$ cat src/rtl/bcw_seq.sv
module bcw_seq #(
  parameter int T_MRD      = 8,
  parameter int T_MRC      = 16,
  parameter int T_DLLK     = 512,
  parameter int SPACES     = 8,
  parameter int WORD_W     = 4,
  parameter int DATA_W     = 8,
  parameter int NARROW_W   = 4,
  parameter int SEL_WORD   = 7,
  parameter int SPEED_WORD = 10
) (
  input  logic                       clk,
  input  logic                       rst_n,
  input  logic                       req_valid,
  output logic                       req_ready,
  input  logic [$clog2(SPACES):0]    req_space,
  input  logic [WORD_W-1:0]          req_word,
  input  logic [DATA_W-1:0]          req_data,
  input  logic                       req_wide,
  input  logic                       req_last,
  output logic                       wr_stb,
  output logic [$clog2(SPACES)-1:0]  wr_space,
  output logic [WORD_W-1:0]          wr_word,
  output logic [DATA_W-1:0]          wr_data,
  output logic                       wr_wide,
  output logic                       busy,
  output logic                       done,
  output logic                       err,
  output logic [$clog2(SPACES)-1:0]  cur_space
);
  localparam int SP_W  = $clog2(SPACES);
  localparam int MAXW  = (T_DLLK > T_MRC) ? ((T_DLLK > T_MRD) ? T_DLLK : T_MRD)
                                          : ((T_MRC > T_MRD) ? T_MRC : T_MRD);
  localparam int CNT_W = $clog2(MAXW + 1);

  typedef enum logic [2:0] {IDLE, SEL, TGT, RET, FIN} phase_t;

  phase_t              ph;
  logic [CNT_W-1:0]    cnt;
  logic [SP_W-1:0]     r_space;
  logic [WORD_W-1:0]   r_word;
  logic [DATA_W-1:0]   r_data;
  logic                r_wide, r_last;
  logic                legal, accept, issue, zero;
  logic [CNT_W-1:0]    tgt_wait;

  assign legal = (int'(req_space) < SPACES) &&
                 (req_wide || (req_space == '0 &&
                               req_data[DATA_W-1:NARROW_W] == '0 &&
                               int'(req_word) != SEL_WORD));
  assign req_ready = (ph == IDLE);
  assign busy      = (ph != IDLE);
  assign accept    = req_valid && req_ready;
  assign zero      = (cnt == '0);
  assign issue     = zero && (ph == SEL || ph == TGT || ph == RET);
  assign done      = zero && (ph == FIN);
  assign wr_stb    = issue;
  assign tgt_wait  = (!r_wide && int'(r_word) == SPEED_WORD) ? CNT_W'(T_DLLK - 1)
                                                            : CNT_W'(T_MRC - 1);

  always_comb begin
    wr_space = '0;
    wr_word  = '0;
    wr_data  = '0;
    wr_wide  = 1'b0;
    if (issue) begin
      case (ph)
        SEL: begin
          wr_word = WORD_W'(SEL_WORD);
          wr_data = DATA_W'(r_space);
        end
        TGT: begin
          wr_space = r_space;
          wr_word  = r_word;
          wr_data  = r_data;
          wr_wide  = r_wide;
        end
        default: wr_word = WORD_W'(SEL_WORD);
      endcase
    end
  end

  always_ff @(posedge clk or negedge rst_n) begin
    if (!rst_n) begin
      ph        <= IDLE;
      cnt       <= '0;
      err       <= 1'b0;
      cur_space <= '0;
      r_space   <= '0;
      r_word    <= '0;
      r_data    <= '0;
      r_wide    <= 1'b0;
      r_last    <= 1'b0;
    end else begin
      err <= 1'b0;
      case (ph)
        IDLE: if (accept) begin
          if (legal) begin
            r_space <= req_space[SP_W-1:0];
            r_word  <= req_word;
            r_data  <= req_data;
            r_wide  <= req_wide;
            r_last  <= req_last;
            cnt     <= '0;
            ph      <= SEL;
          end else begin
            err <= 1'b1;
          end
        end
        SEL: if (zero) begin
          cur_space <= r_space;
          cnt       <= CNT_W'(T_MRD - 1);
          ph        <= TGT;
        end else cnt <= cnt - 1'b1;
        TGT: if (zero) begin
          cnt <= tgt_wait;
          ph  <= (r_last && r_space != '0) ? RET : FIN;
        end else cnt <= cnt - 1'b1;
        RET: if (zero) begin
          cur_space <= '0;
          cnt       <= CNT_W'(T_MRD - 1);
          ph        <= FIN;
        end else cnt <= cnt - 1'b1;
        default: if (zero) ph <= IDLE;
                 else cnt <= cnt - 1'b1;
      endcase
    end
  end
endmodule

$ cat config.mk
export PLATFORM = sky130hd
export DESIGN_NAME = bcw_seq
export DESIGN_NICKNAME = d
export VERILOG_FILES = /design/src/rtl/bcw_seq.sv
export SDC_FILE = /design/constraint.sdc
export NUM_CORES = 1
export LEC_CHECK = 0
export ABC_AREA = 0
export CORE_MARGIN = 5
export CORE_UTILIZATION = 30
export DETAILED_ROUTE_END_ITERATION = 8
export DONT_BUFFER_PORTS = 1
export PLACE_DENSITY = 0.47
export SYNTH_ARGS = -nofsm -noshare
export SYNTH_HDL_FRONTEND = slang
export SYNTH_SLANG_ARGS = --single-unit
$ cat constraint.sdc
create_clock -name clk -period 2.3 [get_ports clk]
set_clock_uncertainty 0.15 [all_clocks]
set_input_delay 0.46 -clock clk [delete_from_list [all_inputs] [get_ports clk]]
set_output_delay 0.46 -clock clk [all_outputs]
set_load 0.02 [all_outputs]
; ---- After elaboration in Yosys (flattened, before gate mapping)
; Index checks and enable logic that the tools add are counted.
[totals]
regBits = 34
in_bits = 21
elab_cells = 76
out_inout_bits = 24
[op_classes]
n_reduce_logical = 25
muxes = 28
eq_ne = 12
addsub = 1
n_lt_le_gt_ge = 1
[ops]
columns = operator, n
row1 = 10-bit 2-to-1 mux, 5
row2 = 3-bit 2-to-1 mux, 10
row3 = 10-bit case mux with 3 select lines, 1
row4 = 8-bit case mux with 2 select lines, 1
row5 = 3-bit case mux with 4 select lines, 1
row6 = 10-bit zero test, 1
row7 = "10-bit by 1-bit subtractor with 10-bit output, second input constant", 1
row8 = 9-bit 2-to-1 mux, 1
row9 = 3-bit AND reduction, 3
row10 = 1-bit logical AND, 8
row11 = 4-bit zero test, 2
row12 = 4-bit 2-to-1 mux, 2
row13 = 8-bit 2-to-1 mux, 1
row14 = "3-bit by 2-bit == test with 1-bit output, second input constant", 2
row15 = "2-bit != test, second input constant", 3
row16 = 3-bit case mux with 2 select lines, 1
row17 = 6-bit AND reduction, 1
row18 = 3-bit nonzero test, 2
row19 = 1-bit 2-to-1 mux, 5
row20 = "4-bit == test, second input constant", 1
row21 = "4-bit < comparator, second input constant", 1
row22 = "2-bit by 1-bit != test with 1-bit output, second input constant", 2
row23 = "4-bit by 3-bit != test with 1-bit output, second input constant", 1
row24 = "4-bit != test, second input constant", 1
row25 = other kinds (7), 10

; ---- Longest topological paths before layout
; Gate-level depths: netlist of the first run.
[depth]
word_depth = 8
ltp_mapped = 8
mapped_depth_nobuf = 7

; ---- Worst setup path after synthesis of the first run
; Ideal clock, no wire load.
[synth_path]
kind = register to output
start = reg cnt[0]
end = out done
n_path_buf = 1
stages_incl_launch_ff = 8
setup_slack_ns = -0.142
arrival_ns = 1.832
required_time_ns = 1.690
cell_sequence = dfrtp_1 inv_1 ha_1 nor3b_1 and3_1 buf_2 nand2_1 nor3_1
[synth_via]
elab_chain_len = 2
[synth_lines]
columns = element, line
row1 = from (decl), 39  ; logic [CNT_W-1:0] cnt;
row2 = from (signal assigned), 112  ; cnt <= CNT_W'(T_MRD - 1);
row3 = from (signal assigned), 114  ; end else cnt <= cnt - 1'b1;
row4 = from (signal assigned), 116  ; cnt <= tgt_wait;
row5 = 10-bit zero test, 54  ; assign zero = (cnt == '0);
row6 = 1-bit logical AND, 56  ; assign done = zero && (ph == FIN);
row7 = to (decl), 27  ; output logic done,
; No other way between the ends.

; ---- Final worst setup path of the first run
[layout_path]
start = reg cnt[0]
end = out wr_data[6]
[layout_via]
elab_chain_len = 3
[layout_lines]
columns = element, line
row1 = 10-bit zero test, 54
row2 = 1-bit logical AND, 55  ; assign issue = zero && (ph == SEL || ph == TGT || ph == RET);
row3 = 8-bit 2-to-1 mux, 66  ; if (issue) begin
row4 = to (decl), 24  ; output logic [DATA_W-1:0] wr_data,
; No other way between the ends.

==> metrics.json, run 1 <==
{
  "global_route": {
    "grt_antenna_before_repair": 0,
    "grt.total_usage_pct": 14.4,
    "grt_overflow": 0,
    "largest_net_degree_at_the_start_of_global_routing": 35,
    "first_pass_grt_wire_length_um": 8740,
    "grt_pass1_vias": 1754
  },
  "placement": {
    "gpl_congestion": 0.866,
    "post-dp-hpwl_um": 3640,
    "dpl-instance-area_um2": 2180,
    "port-buffer-count": 0
  },
  "timing": {
    "setup_viol": 18,
    "worst_slew_pin_slew_ns": 0.580,
    "slew_headroom_pct": 61.3,
    "rsz0062_at_grt": "yes",
    "layout_worst_path_cycle_share_pct": 109,
    "timing.final.hold_violations": 0,
    "final_max_slew_viol_count": 0,
    "fmax_mhz": 399,
    "layout_min_cycle_time_ns": 2.51,
    "worst_path_setup_slack_after_routing_ns": -0.205
  },
  "logic_synthesis": {
    "ys_ff_latch": 34,
    "postSynthCellCount": 179,
    "share_of_synthesized_flip_flops_with_an_asynchronous_set_or_reset_pct": 100,
    "post_synth_xor_area_fraction_pct": 0,
    "dominantRegCellSynth": "sky130_fd_sc_hd__dfrtp_1",
    "seq_area_frac_synth_pct": 45.3,
    "synth-adder-area-share_pct": 1.33,
    "netlist_area_um2": 1880,
    "number_of_different_library_cells_in_the_post_synthesis_netlist": 43,
    "number_of_enable_flip_flop_cells_after_synthesis": 0,
    "post_synthesis_compound_gate_area_fraction_pct": 15.0,
    "syn_area_per_cell_um2": 10.5,
    "yosys.area.top_type": "sky130_fd_sc_hd__dfrtp_1",
    "synthMuxAreaShare_pct": 13.8,
    "post_synth_and_or_nand_nor_area_fraction_pct": 21.1,
    "yosys.area.top_type_share_pct": 45.3,
    "yosys-top-cells-area": "sky130_fd_sc_hd__dfrtp_1 45%, sky130_fd_sc_hd__mux2_4 7.2%, sky130_fd_sc_hd__mux2_2 6.6%, sky130_fd_sc_hd__and2_1 3.7%, sky130_fd_sc_hd__o21ai_0 2.9%",
    "yosys_warnings": 0,
    "synth_top_family_by_area": "simple AND/OR/NAND/NOR gates",
    "mappedNetlistNets": 202
  },
  "status": {
    "violations": "setup timing",
    "status": "complete, but fails checks"
  },
  "drt": {
    "avgRoutedWirePerCell_um": 17.6,
    "drt_first_iter_violations": 83,
    "detail_route.drc_violations": 0,
    "detail_route.vias_per_cell": 5.34,
    "drt_wirelength_um": 5290,
    "num_vias": 1601,
    "residual_antenna_violating_net_count_after_detailed_routing": 0,
    "detailedRoute.firstPassIterationCount": 5
  },
  "clocking": {
    "worst_setup_hold_path_clk_slew_ns": 0.07,
    "cts_tree": "built",
    "clock_tree.htree_level_count": 2,
    "clk_path_buf_depth": 2,
    "root_buffer": "sky130_fd_sc_hd__clkbuf_8",
    "clock_latency_ns": 0.28,
    "cts_made_buffers": 5,
    "sink_count": 34
  },
  "power_and_ir_drop": {
    "vdd_ir_drop_max_mv": 0.452,
    "power_uw": 3270,
    "static-leakage-power_uw": 0.00113,
    "powerDensity_nw_per_um2": 1270
  },
  "worst_setup_path": {
    "crit_path_start_kind": "flop",
    "path_delay_family": "simple AND/OR/NAND/NOR gates",
    "critical_path_peak_fanout": 5,
    "cp.buffers_inverters": 2,
    "worstPathCellList": "inv_2, ha_4, nor3b_4, and3_4, nand2_4, nor3_4, buf_6, and2_4",
    "timing.critical_path.slowest_stage_cell": "sky130_fd_sc_hd__dfrtp_1",
    "setup.worst_path.end_class": "primary output",
    "setup.worst_path.class": "reg -> out",
    "crit_arrival_ns": 1.90,
    "required_ns": 1.69,
    "critical-path-max-stage-delay_ns": 0.40
  },
  "floorplan": {
    "fp.coreArea_um2": 5990,
    "die_h_um": 89.1,
    "floorplan.initialDensity_pct": 31.4,
    "ioPinCount": 45,
    "floorplan.die_area_um2": 7950,
    "die_width_um": 89.1,
    "placement_rows": 28
  },
  "finish": {
    "finalInstanceArea_um2": 2580,
    "layout-drive-gt1-share_pct": 45.3,
    "antenna_cells": 0,
    "most-common-layout-cells": "34 x sky130_fd_sc_hd__dfrtp_1, 30 x sky130_fd_sc_hd__buf_4, 12 x sky130_fd_sc_hd__buf_6",
    "area_growth_syn_to_layout_pct": 37.4,
    "most_common_cell_after_layout_fill_and_taps_aside": "sky130_fd_sc_hd__dfrtp_1",
    "num-nets-final": 247
  },
  "run": {
    "drv.max_cap_violation_count": 0
  },
  "hold_path": {
    "hold_class": "in -> reg"
  }
}
==> routing by layer <==
layer / track usage (%) / vias up / routed length (um) / part of all wire (%)
li1: - / 750 / - / -
met1: 17.3 / 798 / 2270 / 43
met2: 24.8 / 49 / 2700 / 51
met3: 4.79 / 4 / 284 / 5.4
met4: 3.65 / 0 / 31 / 0.59
met5: 0 / - / 0 / 0
==> worst reg2reg max path, delay by kind of cell, from the launching register on <==
kind            cells  cell delay [ns]
simple gates        2             0.86
compound gates      3             0.33
buf+inv             3             0.39
flops               1             0.40
==> worst paths after layout <==
kind                            cells past startpoint            to  slack [ns]    startpoint
worst min register to register                      1        r_last        0.36        r_last
worst max register to register                      8        cnt[9]        0.05        cnt[1]
worst min-delay path                                1    r_space[0]        0.17  req_space[0]
min in group asynchronous                           2  cur_space[2]        0.48         rst_n
worst max-delay path                                8    wr_data[6]       -0.21        cnt[0]
max in group asynchronous                           2     r_data[3]        1.33         rst_n
==> synthesized netlist by cell type, drive strengths merged (2+ instances only) <==
cell type / n
a22oi: 5
nand4b: 2
a21oi: 9
nor3b: 4
a22o: 3
and2: 11
nand4: 2
nor3: 8
and3: 3
nand2: 10
inv: 4
nor4: 3
o31ai: 2
o2bb2ai: 3
o21ai: 12
buf: 6
nor2: 14
dfrtp: 34
nor2b: 4
ha: 2
mux2: 20
==> layout make-up <==
type	count	area, um^2
multi-input combinational	133	1120
fill	574	3410
sequential	34	851
clock inverter	1	5.00
timing repair buffer	45	410
clock buffer	7	86.3
tap	75	93.8
inverter	5	18.8
==> what timing repair did <==
item                                    CTS  global route
hold buffers                              2             0
endpoints found under the setup margin   18            23
gates resized for setup                  45             8
cloned                                    1             0
buffers inserted                         10             6
hold endpoints to repair                 34             0
pin swaps                                10             3
==> logic make-up (layout without fill, tap and decap cells) <==
kind of cell / after synthesis / after routing
compound gates: 43 / 43
fa+ha+maj: 2 / 2
buf+inv: 12 / 58
flops: 34 / 34
mux: 20 / 20
simple gates: 68 / 68
==> per-stage QoR <==
| stage | util, % | TNS [ns] | cells | worst slack [ns] | hold slack, ns |
|---|---|---|---|---|---|
| CTS | 42.6 | -4.02 | 296 | -0.331 | 0.158 |
| finish | 43.1 | -2.99 | 300 | -0.205 | 0.168 |
| global placement | 36.4 | 0 | 276 | 0.0551 | 0.0167 |
| floorplan | - | 0 | 179 | 0.0176 | 0.0144 |
| detailed placement | 36.4 | -0.859 | 276 | -0.0887 | 0.0168 |
| global route | 43.1 | -5.12 | 300 | -0.332 | 0.153 |
==> power by group <==
part,total (uW),internal (uW),switching (uW)
Combinational,1720,858,862
Sequential,1090,866,223
Clock,458,242,216
Total,3270,1970,1300
==> sequential cells by signal (all words and copies together), names as in the netlist <==
| name | flops |
|---|---|
| ph | 3 |
| r_last | 1 |
| r_word | 4 |
| cur_space | 3 |
| r_space | 3 |
| r_wide | 1 |
| err | 1 |
| cnt | 10 |
| r_data | 8 |
Power figures use the tool's default switching activity.
==> inputs of run 2 (changes only) <==
CORE_ASPECT_RATIO = 0.6   (was not set)
==> run 2 against run 1 <==
The flow still finishes with violations (setup timing). Non-clock buffer count is 4 lower. Routed wire length rose by 5.6%. Sequential share of layout area down 0.27 points. Register-to-register slack improved by 0.05 ns. Utilization decreased by 0.50 points. First-iteration DRC count is 4.8% higher. Worst setup slack worse by 0.042 ns. Hold slack better by 0.00096 ns. Die area rose by 0.66%. Critical path type unchanged. Largest cell class unchanged.
==> metrics.json, run 2 (same netlist as run 1, synthesis figures left out) <==
{
  "status": {
    "status": "complete, but fails checks",
    "violations": "setup timing"
  },
  "drt": {
    "detail_route.vias_per_cell": {"value": 5.30, "change": "-0.66%"},
    "drt_wirelength": {"value": 5590, "unit": "um", "change": "+5.6%"},
    "drt_first_iter_violations": {"value": 87, "change": "+4.8%"},
    "avgRoutedWirePerCell": {"value": 18.3, "unit": "um", "change": "+3.9%"},
    "detailedRoute.firstPassIterationCount": {"value": 4, "change": "-1"},
    "detail_route.drc_violations": {"value": 0, "change": "unchanged"},
    "residual_antenna_violating_net_count_after_detailed_routing": {"value": 0, "change": "unchanged"},
    "num_vias": {"value": 1617, "change": "+1.0%"}
  },
  "global_route": {
    "gr-usage-met2": {"value": 19.5, "unit": "%", "change": "-5.3 points"},
    "first_pass_grt_wire_length": {"value": 9070, "unit": "um", "change": "+3.9%"},
    "largest_net_degree_at_the_start_of_global_routing": {"value": 35, "change": "unchanged"},
    "grt.total_usage": {"value": 14.4, "unit": "%", "change": "-0.018 points"},
    "grt_antenna_before_repair": {"value": 0, "change": "unchanged"},
    "grt_busiest_layer": "met1",
    "grt_pass1_vias": {"value": 1668, "change": "-4.9%"},
    "global_route.usage.met1": {"value": 21.1, "unit": "%", "change": "+3.8 points"},
    "grt_overflow": {"value": 0, "change": "unchanged"},
    "grt_use_met3": {"value": 5.15, "unit": "%", "change": "+0.36 points"}
  },
  "clocking": {
    "root_buffer": "sky130_fd_sc_hd__clkbuf_8",
    "clk_path_buf_depth": {"value": 2, "change": "unchanged"},
    "worst_setup_hold_path_clk_slew": {"value": 0.07, "unit": "ns", "change": "about the same"},
    "clock_tree.htree_level_count": {"value": 2, "change": "unchanged"},
    "cts_made_buffers": {"value": 5, "change": "unchanged"},
    "sink_count": {"value": 34, "change": "unchanged"},
    "clock_latency": {"value": 0.28, "unit": "ns", "change": "about the same"},
    "cts_tree": "built"
  },
  "timing": {
    "worst_slew_pin_slew": {"value": 0.501, "unit": "ns", "change": "-0.0790 ns"},
    "fmax": {"value": 393, "unit": "MHz", "change": "-1.6%"},
    "final_max_slew_viol_count": {"value": 0, "change": "unchanged"},
    "rsz0062_at_grt": "yes",
    "worst_path_setup_slack_after_routing": {"value": -0.247, "unit": "ns", "change": "-0.0417 ns"},
    "layout_min_cycle_time": {"value": 2.55, "unit": "ns", "change": "+0.0417 ns"},
    "fin_hold_ws": {"value": 0.169, "unit": "ns", "change": "+0.000963 ns"},
    "setup_total_negative_slack": {"value": -3.68, "unit": "ns", "change": "-0.694 ns"},
    "timing.final.hold_violations": {"value": 0, "change": "unchanged"},
    "slew_headroom": {"value": 66.6, "unit": "%", "change": "+5.3 points"},
    "layout_worst_path_cycle_share": {"value": 111, "unit": "%", "change": "+1.8 points"},
    "setup_viol": {"value": 18, "change": "unchanged"}
  },
  "finish": {
    "num-nets-final": {"value": 243, "change": "-1.6%"},
    "fillerInstances": {"value": 611, "change": "+6.4%"},
    "area.sequential": {"value": 851, "unit": "um^2", "change": "unchanged"},
    "most_common_cell_after_layout_fill_and_taps_aside": "sky130_fd_sc_hd__dfrtp_1",
    "multiInputGateArea": {"value": 1160, "unit": "um^2", "change": "+3.6%"},
    "finalCoreUtilization": {"value": 42.6, "unit": "%", "change": "-0.50 points"},
    "largest_register_ff_count": {"value": 10, "change": "unchanged"},
    "layout-drive-gt1-share": {"value": 47.1, "unit": "%", "change": "+1.7 points"},
    "most-common-layout-cells": "34 x sky130_fd_sc_hd__dfrtp_1, 26 x sky130_fd_sc_hd__buf_4, 12 x sky130_fd_sc_hd__buf_6",
    "largest_register": "cnt",
    "area_growth_syn_to_layout_pct": 38.5,
    "antenna_cells": {"value": 0, "change": "unchanged"},
    "biggestRegsByFlops": "cnt (10), r_data (8), r_word (4)"
  },
  "worst_setup_path": {
    "critPathLaunch": "cnt[1]",
    "crit_cells": {"value": 8, "change": "unchanged"},
    "path_delay_family": "simple AND/OR/NAND/NOR gates",
    "critical_path.reg2reg.startpoint": "cnt[1]",
    "timing.critical_path.slowest_stage_cell": "sky130_fd_sc_hd__dfrtp_1",
    "crit_arrival": {"value": 1.94, "unit": "ns", "change": "+0.04 ns"},
    "setup.worst_path.class": "reg -> out",
    "required": {"value": 1.69, "unit": "ns", "change": "about the same"},
    "crit_path_start_kind": "flop",
    "critical_path_peak_fanout": {"value": 5, "change": "unchanged"},
    "cp.buffers_inverters": {"value": 2, "change": "unchanged"},
    "setup.worst_path.end_class": "primary output",
    "worst_r2r_path_depth": {"value": 8, "change": "unchanged"},
    "critical-path-max-stage-delay": {"value": 0.42, "unit": "ns", "change": "+0.02 ns"},
    "worstPathCellList": "inv_2, ha_4, nor3b_4, and3_4, nand2_4, nor3_4, buf_6, and2_4",
    "reg2reg_slack": {"value": 0.10, "unit": "ns", "change": "+0.05 ns"}
  },
  "power_and_ir_drop": {
    "power": {"value": 3330, "unit": "uW", "change": "+1.9%"},
    "power_frac_comb": {"value": 52.2, "unit": "%", "change": "-0.4 points"},
    "power.share.switching": {"value": 41.2, "unit": "%", "change": "+1.3 points"},
    "static-leakage-power": {"value": 0.00112, "unit": "uW", "change": "-0.98%"},
    "vdd_ir_drop_max": {"value": 0.417, "unit": "mV", "change": "-7.8%"},
    "powerDensity": {"value": 1280, "unit": "nW/um^2", "change": "+1.1%"},
    "clockPowerShare": {"value": 13.8, "unit": "%", "change": "-0.2 points"},
    "seqPwrFrac": {"value": 33.9, "unit": "%", "change": "+0.6 points"},
    "power.switching": {"value": 1370, "unit": "uW", "change": "+5.3%"},
    "p_int": {"value": 1960, "unit": "uW", "change": "-0.37%"}
  },
  "floorplan": {
    "floorplan.die_area": {"value": 8000, "unit": "um^2", "change": "+0.66%"},
    "die_width": {"value": 112, "unit": "um", "change": "+26%"},
    "placement_rows": {"value": 22, "change": "-21%"},
    "fp.coreArea": {"value": 6110, "unit": "um^2", "change": "+2.0%"},
    "die_h": {"value": 71.3, "unit": "um", "change": "-20%"},
    "floorplan.initialDensity": {"value": 30.8, "unit": "%", "change": "-0.62 points"},
    "ioPinCount": {"value": 45, "change": "unchanged"}
  },
  "placement": {
    "gpl_congestion": {"value": 0.788, "change": "-9.0%"},
    "port-buffer-count": {"value": 0, "change": "unchanged"},
    "post-dp-hpwl": {"value": 3900, "unit": "um", "change": "+7.1%"}
  },
  "hold_path": {
    "worst_hold_path.num_cells": {"value": 1, "change": "unchanged"},
    "hold_class": "in -> reg",
    "holdCritStartpoint": "req_data[4]"
  },
  "run": {
    "drv.max_cap_violation_count": {"value": 0, "change": "unchanged"}
  }
}
[run 2: changes by cell type in the layout (fill, tap and decap cells not counted), sizes merged]
cell	change
buf	-4
[run 2: power by group through the flow]
stage               logic (uW)  registers, uW  clock network (uW)
CTS                       1580           1120                 478
detailed placement        1360           1120                   0
global route              1890           1170                 513
floorplan                  937           1050                   0
global placement          1340           1120                   0
finish                    1740           1130                 461
[run 2: path summary, 6_finish.rpt]
kind                              to
max                          wr_wide
min                        r_data[4]
max reg2reg                   cnt[9]
min reg2reg                   r_last
max in group asynchronous     cnt[5]
min in group asynchronous      ph[2]
[run 2: metal layers]
metal | wire, um | share of wire [%] | up-vias
li1 | - | - | 735
met1 | 2640 | 47 | 808
met2 | 2310 | 41 | 64
met3 | 558 | 10 | 10
met4 | 82 | 1.5 | 0
met5 | 0 | 0 | -
[run 2: area by class of cell]
| cell class | count | area share (%) |
|---|---|---|
| Tap cell | 84 | 4.04 |
| Inverter | 5 | 0.721 |
| Timing Repair Buffer | 41 | 14.6 |
| Multi-Input combinational cell | 133 | 44.4 |
| Sequential cell | 34 | 32.7 |
| Clock buffer | 7 | 3.32 |
| Clock inverter | 1 | 0.192 |
[run 2: repair_timing]
item,CTS,global route
pin swaps,11,7
setup endpoints to repair,18,26
endpoints found under the hold margin,34,0
buffers inserted,8,6
hold buffers,2,0
resized for setup,47,17
[run 2: stage by stage]
stage / instance area (um^2) / setup slack [ns] / cells
floorplan: 1900 / 0.0176 / 179
global placement: 2180 / -0.0118 / 284
detailed placement: 2180 / -0.0924 / 284
CTS: 2510 / -0.245 / 302
global route: 2600 / -0.337 / 305
finish: 2600 / -0.247 / 305
